$ cat src/rtl/eyecal_pkg.sv
package eyecal_pkg;

  typedef enum logic [1:0] {
    CMD_PAT_ON  = 2'd0,
    CMD_PAT_OFF = 2'd1,
    CMD_POL_NRM = 2'd2,
    CMD_POL_INV = 2'd3
  } ser_cmd_e;

  typedef enum logic [3:0] {
    ST_PAT,
    ST_POL,
    ST_LOAD,
    ST_SETTLE,
    ST_WAIT,
    ST_SCAN_GO,
    ST_SCAN,
    ST_APOL,
    ST_ATAP,
    ST_NORM,
    ST_DONE
  } cal_state_e;

endpackage

$ cat src/rtl/eyecal_timer.sv
module eyecal_timer #(
  parameter int CNT_W = 10
) (
  input  logic             clk,
  input  logic             rst_n,
  input  logic             clr,
  output logic [CNT_W-1:0] cnt
);

  localparam logic [CNT_W-1:0] CNT_MAX = '1;

  logic [CNT_W-1:0] cnt_n;

  always_comb begin
    if (clr)                 cnt_n = '0;
    else if (cnt != CNT_MAX) cnt_n = cnt + 1'b1;
    else                     cnt_n = cnt;
  end

  always_ff @(posedge clk or negedge rst_n) begin
    if (!rst_n) cnt <= '0;
    else        cnt <= cnt_n;
  end

endmodule

$ cat src/rtl/eyecal_run_search.sv
module eyecal_run_search #(
  parameter int TAPS = 32
) (
  input  logic                       clk,
  input  logic                       rst_n,
  input  logic                       go,
  input  logic [2*TAPS-1:0]          results,
  output logic                       fin,
  output logic [$clog2(TAPS+1)-1:0]  best_len,
  output logic                       best_pol,
  output logic [$clog2(TAPS)-1:0]    best_tap
);

  localparam int NTRIAL = 2 * TAPS;
  localparam int IDX_W  = $clog2(NTRIAL);
  localparam int TAP_W  = $clog2(TAPS);
  localparam int LEN_W  = $clog2(TAPS + 1);
  localparam logic [IDX_W-1:0] IDX_LAST = IDX_W'(NTRIAL - 1);

  logic             busy_q, busy_n, fin_q, fin_n;
  logic [IDX_W-1:0] idx_q, idx_n;
  logic [LEN_W-1:0] cur_len_q, cur_len_n, best_len_q, best_len_n;
  logic [TAP_W-1:0] cur_start_q, cur_start_n, best_start_q, best_start_n;
  logic             best_pol_q, best_pol_n;

  logic [TAP_W-1:0] tap_i;
  logic             pol_i;
  logic [LEN_W-1:0] base_len, ext_len, half_len;
  logic [TAP_W-1:0] ext_start;

  assign tap_i     = idx_q[TAP_W-1:0];
  assign pol_i     = idx_q[IDX_W-1];
  // a run never carries over the first tap of a polarity
  assign base_len  = (tap_i == '0) ? '0 : cur_len_q;
  assign ext_len   = base_len + 1'b1;
  assign ext_start = (base_len == '0) ? tap_i : cur_start_q;

  always_comb begin
    busy_n       = busy_q;
    idx_n        = idx_q;
    cur_len_n    = cur_len_q;
    cur_start_n  = cur_start_q;
    best_len_n   = best_len_q;
    best_start_n = best_start_q;
    best_pol_n   = best_pol_q;
    fin_n        = 1'b0;
    if (go) begin
      busy_n       = 1'b1;
      idx_n        = '0;
      cur_len_n    = '0;
      cur_start_n  = '0;
      best_len_n   = '0;
      best_start_n = '0;
      best_pol_n   = 1'b0;
    end else if (busy_q) begin
      if (results[idx_q]) begin
        cur_len_n   = ext_len;
        cur_start_n = ext_start;
        if (ext_len > best_len_q) begin  // strict: earlier run keeps ties
          best_len_n   = ext_len;
          best_start_n = ext_start;
          best_pol_n   = pol_i;
        end
      end else begin
        cur_len_n = '0;
      end
      if (idx_q == IDX_LAST) begin
        busy_n = 1'b0;
        fin_n  = 1'b1;
      end else begin
        idx_n = idx_q + 1'b1;
      end
    end
  end

  always_ff @(posedge clk or negedge rst_n) begin
    if (!rst_n) begin
      busy_q       <= 1'b0;
      fin_q        <= 1'b0;
      idx_q        <= '0;
      cur_len_q    <= '0;
      cur_start_q  <= '0;
      best_len_q   <= '0;
      best_start_q <= '0;
      best_pol_q   <= 1'b0;
    end else begin
      busy_q       <= busy_n;
      fin_q        <= fin_n;
      idx_q        <= idx_n;
      cur_len_q    <= cur_len_n;
      cur_start_q  <= cur_start_n;
      best_len_q   <= best_len_n;
      best_start_q <= best_start_n;
      best_pol_q   <= best_pol_n;
    end
  end

  assign half_len = (best_len_q - 1'b1) >> 1;
  assign fin      = fin_q;
  assign best_len = best_len_q;
  assign best_pol = best_pol_q;
  assign best_tap = (best_len_q == '0) ? '0 : best_start_q + half_len[TAP_W-1:0];

  // a run can never be longer than one polarity's tap range
  a_r5_len_bound: assert property (@(posedge clk) disable iff (!rst_n)
    best_len_q <= LEN_W'(TAPS));

  // the best length never shrinks during a scan
  a_r6_best_monotone: assert property (@(posedge clk) disable iff (!rst_n)
    busy_q && !go |=> best_len_q >= $past(best_len_q));

endmodule

$ cat src/rtl/eye_cal_ctrl.sv
module eye_cal_ctrl #(
  parameter int TAPS  = 32,
  parameter int CNT_W = 10
) (
  input  logic                       clk,
  input  logic                       rst_n,
  input  logic                       start,
  input  logic [CNT_W-1:0]           settle_cycles,
  input  logic [CNT_W-1:0]           verdict_limit,
  output logic                       tap_load,
  output logic [$clog2(TAPS)-1:0]    tap_value,
  output logic                       ser_req,
  output logic [1:0]                 ser_cmd,
  input  logic                       ser_ack,
  input  logic                       chk_valid,
  input  logic                       chk_pass,
  output logic                       done,
  output logic                       error,
  output logic                       sel_pol,
  output logic [$clog2(TAPS)-1:0]    sel_tap,
  output logic [$clog2(TAPS+1)-1:0]  best_len
);
  import eyecal_pkg::*;

  localparam int NTRIAL = 2 * TAPS;
  localparam int TAP_W  = $clog2(TAPS);
  localparam logic [TAP_W-1:0] TAP_LAST = TAP_W'(TAPS - 1);

  cal_state_e        state_q, state_n;
  logic [TAP_W-1:0]  tap_q, tap_n;
  logic              pol_q, pol_n;
  logic [NTRIAL-1:0] res_q, res_n;
  logic              done_q, done_n, err_q, err_n;
  ser_cmd_e          cmd;

  logic              tmr_clr, settle_end, wait_expired, scan_go, scan_fin;
  logic [CNT_W-1:0]  tmr_cnt;

  assign settle_end   = (tmr_cnt == settle_cycles);
  assign wait_expired = (tmr_cnt == verdict_limit);
  assign tmr_clr      = !((state_q == ST_SETTLE && !settle_end) || state_q == ST_WAIT);
  assign scan_go      = (state_q == ST_SCAN_GO);

  eyecal_timer #(.CNT_W(CNT_W)) u_timer (
    .clk   (clk),
    .rst_n (rst_n),
    .clr   (tmr_clr),
    .cnt   (tmr_cnt)
  );

  eyecal_run_search #(.TAPS(TAPS)) u_search (
    .clk      (clk),
    .rst_n    (rst_n),
    .go       (scan_go),
    .results  (res_q),
    .fin      (scan_fin),
    .best_len (best_len),
    .best_pol (sel_pol),
    .best_tap (sel_tap)
  );

  always_comb begin
    state_n = state_q;
    tap_n   = tap_q;
    pol_n   = pol_q;
    res_n   = res_q;
    done_n  = done_q;
    err_n   = err_q;
    unique case (state_q)
      ST_PAT:     if (ser_ack) state_n = ST_POL;
      ST_POL:     if (ser_ack) state_n = ST_LOAD;
      ST_LOAD:    state_n = ST_SETTLE;
      ST_SETTLE:  if (settle_end) state_n = ST_WAIT;
      ST_WAIT: begin
        if (chk_valid || wait_expired) begin
          res_n[{pol_q, tap_q}] = chk_valid && chk_pass;
          if (tap_q == TAP_LAST) begin
            tap_n = '0;
            if (pol_q) begin
              state_n = ST_SCAN_GO;
            end else begin
              pol_n   = 1'b1;
              state_n = ST_POL;
            end
          end else begin
            tap_n   = tap_q + 1'b1;
            state_n = ST_LOAD;
          end
        end
      end
      ST_SCAN_GO: state_n = ST_SCAN;
      ST_SCAN: begin
        if (scan_fin) begin
          err_n   = (best_len == '0);
          state_n = ST_APOL;
        end
      end
      ST_APOL:    if (ser_ack) state_n = ST_ATAP;
      ST_ATAP:    state_n = ST_NORM;
      ST_NORM: begin
        if (ser_ack) begin
          done_n  = 1'b1;
          state_n = ST_DONE;
        end
      end
      ST_DONE: begin
        if (start) begin
          done_n  = 1'b0;
          err_n   = 1'b0;
          tap_n   = '0;
          pol_n   = 1'b0;
          state_n = ST_PAT;
        end
      end
      default:    state_n = ST_PAT;
    endcase
  end

  always_ff @(posedge clk or negedge rst_n) begin
    if (!rst_n) begin
      state_q <= ST_PAT;
      tap_q   <= '0;
      pol_q   <= 1'b0;
      res_q   <= '0;
      done_q  <= 1'b0;
      err_q   <= 1'b0;
    end else begin
      state_q <= state_n;
      tap_q   <= tap_n;
      pol_q   <= pol_n;
      res_q   <= res_n;
      done_q  <= done_n;
      err_q   <= err_n;
    end
  end

  always_comb begin
    unique case (state_q)
      ST_PAT:  cmd = CMD_PAT_ON;
      ST_POL:  cmd = pol_q ? CMD_POL_INV : CMD_POL_NRM;
      ST_APOL: cmd = sel_pol ? CMD_POL_INV : CMD_POL_NRM;
      default: cmd = CMD_PAT_OFF;
    endcase
  end

  assign ser_req   = (state_q == ST_PAT) || (state_q == ST_POL) ||
                     (state_q == ST_APOL) || (state_q == ST_NORM);
  assign ser_cmd   = cmd;
  assign tap_load  = (state_q == ST_LOAD) || (state_q == ST_ATAP);
  assign tap_value = (state_q == ST_ATAP) ? sel_tap : tap_q;
  assign done      = done_q;
  assign error     = err_q;

  // request held with a stable command until acknowledged
  a_r9_req_hold: assert property (@(posedge clk) disable iff (!rst_n)
    ser_req && !ser_ack |=> ser_req && $stable(ser_cmd));

  // tap loads and serial requests are exclusive
  a_r9_one_action: assert property (@(posedge clk) disable iff (!rst_n)
    !(ser_req && tap_load));

  // once complete, the block issues no further actions
  a_r7_done_quiet: assert property (@(posedge clk) disable iff (!rst_n)
    done |-> !ser_req && !tap_load);

  // completion holds until a start request
  a_r1_done_hold: assert property (@(posedge clk) disable iff (!rst_n)
    done && !start |=> done);

  // the error flag only accompanies an empty selection
  a_r8_err_empty: assert property (@(posedge clk) disable iff (!rst_n)
    error |-> best_len == '0 && sel_tap == '0 && !sel_pol);

endmodule

$ cat config.mk
export PLATFORM = sky130hd
export DESIGN_NAME = eye_cal_ctrl
export DESIGN_NICKNAME = d
export VERILOG_FILES = /design/src/rtl/eyecal_pkg.sv /design/src/rtl/eyecal_timer.sv /design/src/rtl/eyecal_run_search.sv /design/src/rtl/eye_cal_ctrl.sv
export SDC_FILE = /design/constraint.sdc
export NUM_CORES = 1
export LEC_CHECK = 0
export BUFFER_PORTS_ARGS = -buffer_cell sky130_fd_sc_hd__buf_2
export CORE_UTILIZATION = 30
export CTS_CLUSTER_SIZE = 28
export DETAILED_ROUTE_END_ITERATION = 16
export PLACE_DENSITY = 0.5
export SYNTH_ARGS = -nofsm -noshare
export SYNTH_HDL_FRONTEND = slang
export SYNTH_SLANG_ARGS = --single-unit
$ cat constraint.sdc
create_clock -name clk -period 3.4 [get_ports clk]
set_input_delay 0.68 -clock clk [delete_from_list [all_inputs] [get_ports clk]]
set_output_delay 0.68 -clock clk [all_outputs]
set_load 0.005 [all_outputs]
==> reports/metrics.yaml <==
setup_path:
  reg2reg_to: "u_search.best_len[0]"
  r2r_slack_ns: 0.23
  required_ns: 2.72
  cp-startpoint: "u_search.best_len[2]"
  worstRegToRegCells: 18
  worstSetupStartpointType: "flip-flop"
  worstPathMaxFanout: 5
  criticalPathCategory: "flip-flop to primary output"
  cp-endpoint: "tap_value[4]"
  reg2reg_from: "u_search.idx_q[1]"
  crit_path_end_kind: "primary output"
  cp.arrival_ns: 3.11
die:
  io-pin-count: 49
  die_h_um: 156.8
  die_w_um: 156.8
  initial_core_util_pct: 30.62
  fp.coreArea_um2: 23470
  rows: 56
  dieArea_um2: 24580
cells_and_area:
  n_antenna_cell: 0
  seq_area_um2: 2928
  multi_input_area_um2: 4048
  layout_common_cells: "117 x dfrtp_1, 70 x mux2_2, 52 x nand3_1"
  drive_gt1_share_pct: 32.98
  nFillCells: 2363
  area_growth_pct: 19.76
  final_common_cell: "dfrtp_1"
  fin_util_pct: 36.67
  nNetsFinal: 798
clock_network:
  htreeDepth: 4
  root_buffer: "clkbuf_16"
  clk_pin_slew_ns: 0.06
  numCtsBuffers: 17
  cts_buffer_depth: 2
  cts_sinks: 117
  cts_tree: "done"
  clk_latency_ns: 0.42
timing:
  report.final.setup_viol: 2
  relSlewSlack_pct: 47.79
  fin_crit_sh_pct: 111.5
  rsz0062_at_grt: "true"
  worstMarginPinSlew_ns: 0.7802
  hold_ws_ns: 0.05975
  drv_slew: 0
  fmax_mhz: 263.7
  hold_violations: 0
  min_period_ns: 3.792
  fin_skew_ns: 0.007776
  worst_slack_ns: -0.3916
  fin_setup_tns_ns: -0.6703
power:
  switching_power_mw: 2.580
  clkPwrFrac_pct: 28.5
  powerDensity_nw_per_um2: 770.1
  switching_share_pct: 38.92
  pwr-share-seq_pct: 28.1
  p_leak_nw: 3.826
  irDropWorstVdd_mv: 0.3722
  power_mw: 6.628
  power_frac_comb_pct: 43.4
  p_int_mw: 4.049
drt:
  viasPerCell: 5.084
  wl_per_cell_um: 17.09
  antenna_left: 0
  vias: 5506
  drcViolationCount: 0
  wl_um: 18510
  firstDrtPassIters: 5
  drt_iter0_markers: 257
place:
  gp_congestion: 0.7647
  io_buffers: 48
  place_hpwl_um: 12470
outcome:
  outcome: "finished with violations"
  failed_checks: "setup timing"
global_route:
  grt_pass1_wl_um: 30210
  grt_use_total_pct: 16.06
  grt_max_degree: 75
  grt_pass1_vias: 5521
  antenna_found_initial: 0
  gr-total-overflow: 0
yosys:
  syn-instance-count: 698
  ys.flop_type: "dfrtp_1"
  post_synth_num_cell_types: 73
  synth_edf_count: 0
  ys.warnings.count: 0
  syn-num-nets: 744
  synth.avg_cell_area_um2: 10.30
  synth-seq-cells: 117
  async_flop_share_pct: 100.0
  synth-seq-area-share_pct: 40.74
  netlist_area_um2: 7187
job:
  maxCapViolCount: 0
min_path:
  min_path_type: "primary input to async pin"
[area by class of cell]
type	count	area share [%]
clock buffer	18	5.102
sequential	117	34.02
inverter	25	1.090
multi-input combinational	510	47.03
timing repair buffer	81	6.135
tap	319	4.637
clock inverter	13	1.992
[power groups by stage]
stage	registers, mW	clock network (mW)	logic (mW)
3_5_place_dp	1.87	0	2.69
2_1_floorplan	1.74	0	1.93
3_3_place_gp	1.87	0	2.69
5_1_grt	1.90	2.00	3.19
6_report	1.86	1.89	2.88
4_1_cts	1.86	1.94	2.80
[critical path, stage by stage, from the launching register on]
cell	delay (ns)
dfrtp_1	0.39
buf_4	0.17
nor2_1	0.14
nand2_1	0.11
xnor2_2	0.15
ha_1	0.31
o21a_1	0.13
or3_4	0.39
and3_4	0.19
or4_4	0.42
a31oi_1	0.17
buf_2	0.13
[how the worst min path moves through the flow]
stage               cells past startpoint  startpoint  slack, ns                    to
finish                                  1       rst_n       0.06  u_search.best_len[4]
detailed placement                      1       rst_n       0.49  u_search.best_len[2]
CTS                                     1       rst_n       0.04  u_search.best_len[4]
global placement                        2       error       0.48                 error
global route                            1       rst_n       0.04  u_search.best_len[2]
floorplan                               0       rst_n       0.38                  done
[stage by stage]
| stage | instances | cell area (µm²) | setup slack (ns) |
|---|---|---|---|
| 2_1_floorplan | 698 | 7198 | 0.06161 |
| 3_3_place_gp | 1048 | 7855 | -0.01089 |
| 3_5_place_dp | 1048 | 7855 | -0.06716 |
| 4_1_cts | 1081 | 8532 | -0.4140 |
| 5_1_grt | 1083 | 8607 | -0.5349 |
| 6_report | 1083 | 8607 | -0.3916 |
[flip-flops by register name, indices dropped and copies added (netlist names), 4 cells and up]
signal                 cells
u_search.cur_len_q         6
u_search.idx_q             6
u_search.cur_start_q       5
state_q                    4
u_timer.cnt               10
u_search.best_len          6
u_search.best_start_q      5
res_q                     64
tap_q                      5
[logic make-up after synthesis]
kind of cell               synth area share (%)
xor gates and xnor gates                  4.753
buffers and inverters                     4.770
muxes                                     16.96
AOI/OAI and AO/OA                         8.809
and+or+nand+nor                           20.39
adders and majority gates                 3.586
DFF                                       40.74
[per-layer routing]
layer / vias to the layer above / share of wire [%] / track usage (%)
met3: 20 / 2.6 / 3.019
met2: 72 / 50 / 26.46
met5: - / 0 / 0
met4: 0 / 1.5 / 5.976
met1: 2773 / 46 / 20.82
li1: 2641 / - / -
[Yosys cell counts (all sizes together) (10+ instances only)]
library cell	n	area [µm²]
nand2	46	175.2
mux4	12	274.0
a21oi	17	85.08
mux2i	13	130.1
dfrtp	117	2928
nor2	41	153.9
o21ai	17	88.84
mux2	72	814.5
nand3	56	295.3
ha	19	237.7
xor2	29	254.0
xnor2	10	87.58
clkbuf	26	97.59
inv	24	90.09
a211oi	10	75.07
nor3	54	316.6
buf	20	151.4
[repair_timing]
item	CTS	global route
hold buffers	0	0
pin swaps	7	11
endpoints found under the setup margin	2	16
buffers inserted	2	2
hold endpoints to repair	0	0
gates resized for setup	14	11
Power figures use the tool's default switching activity.
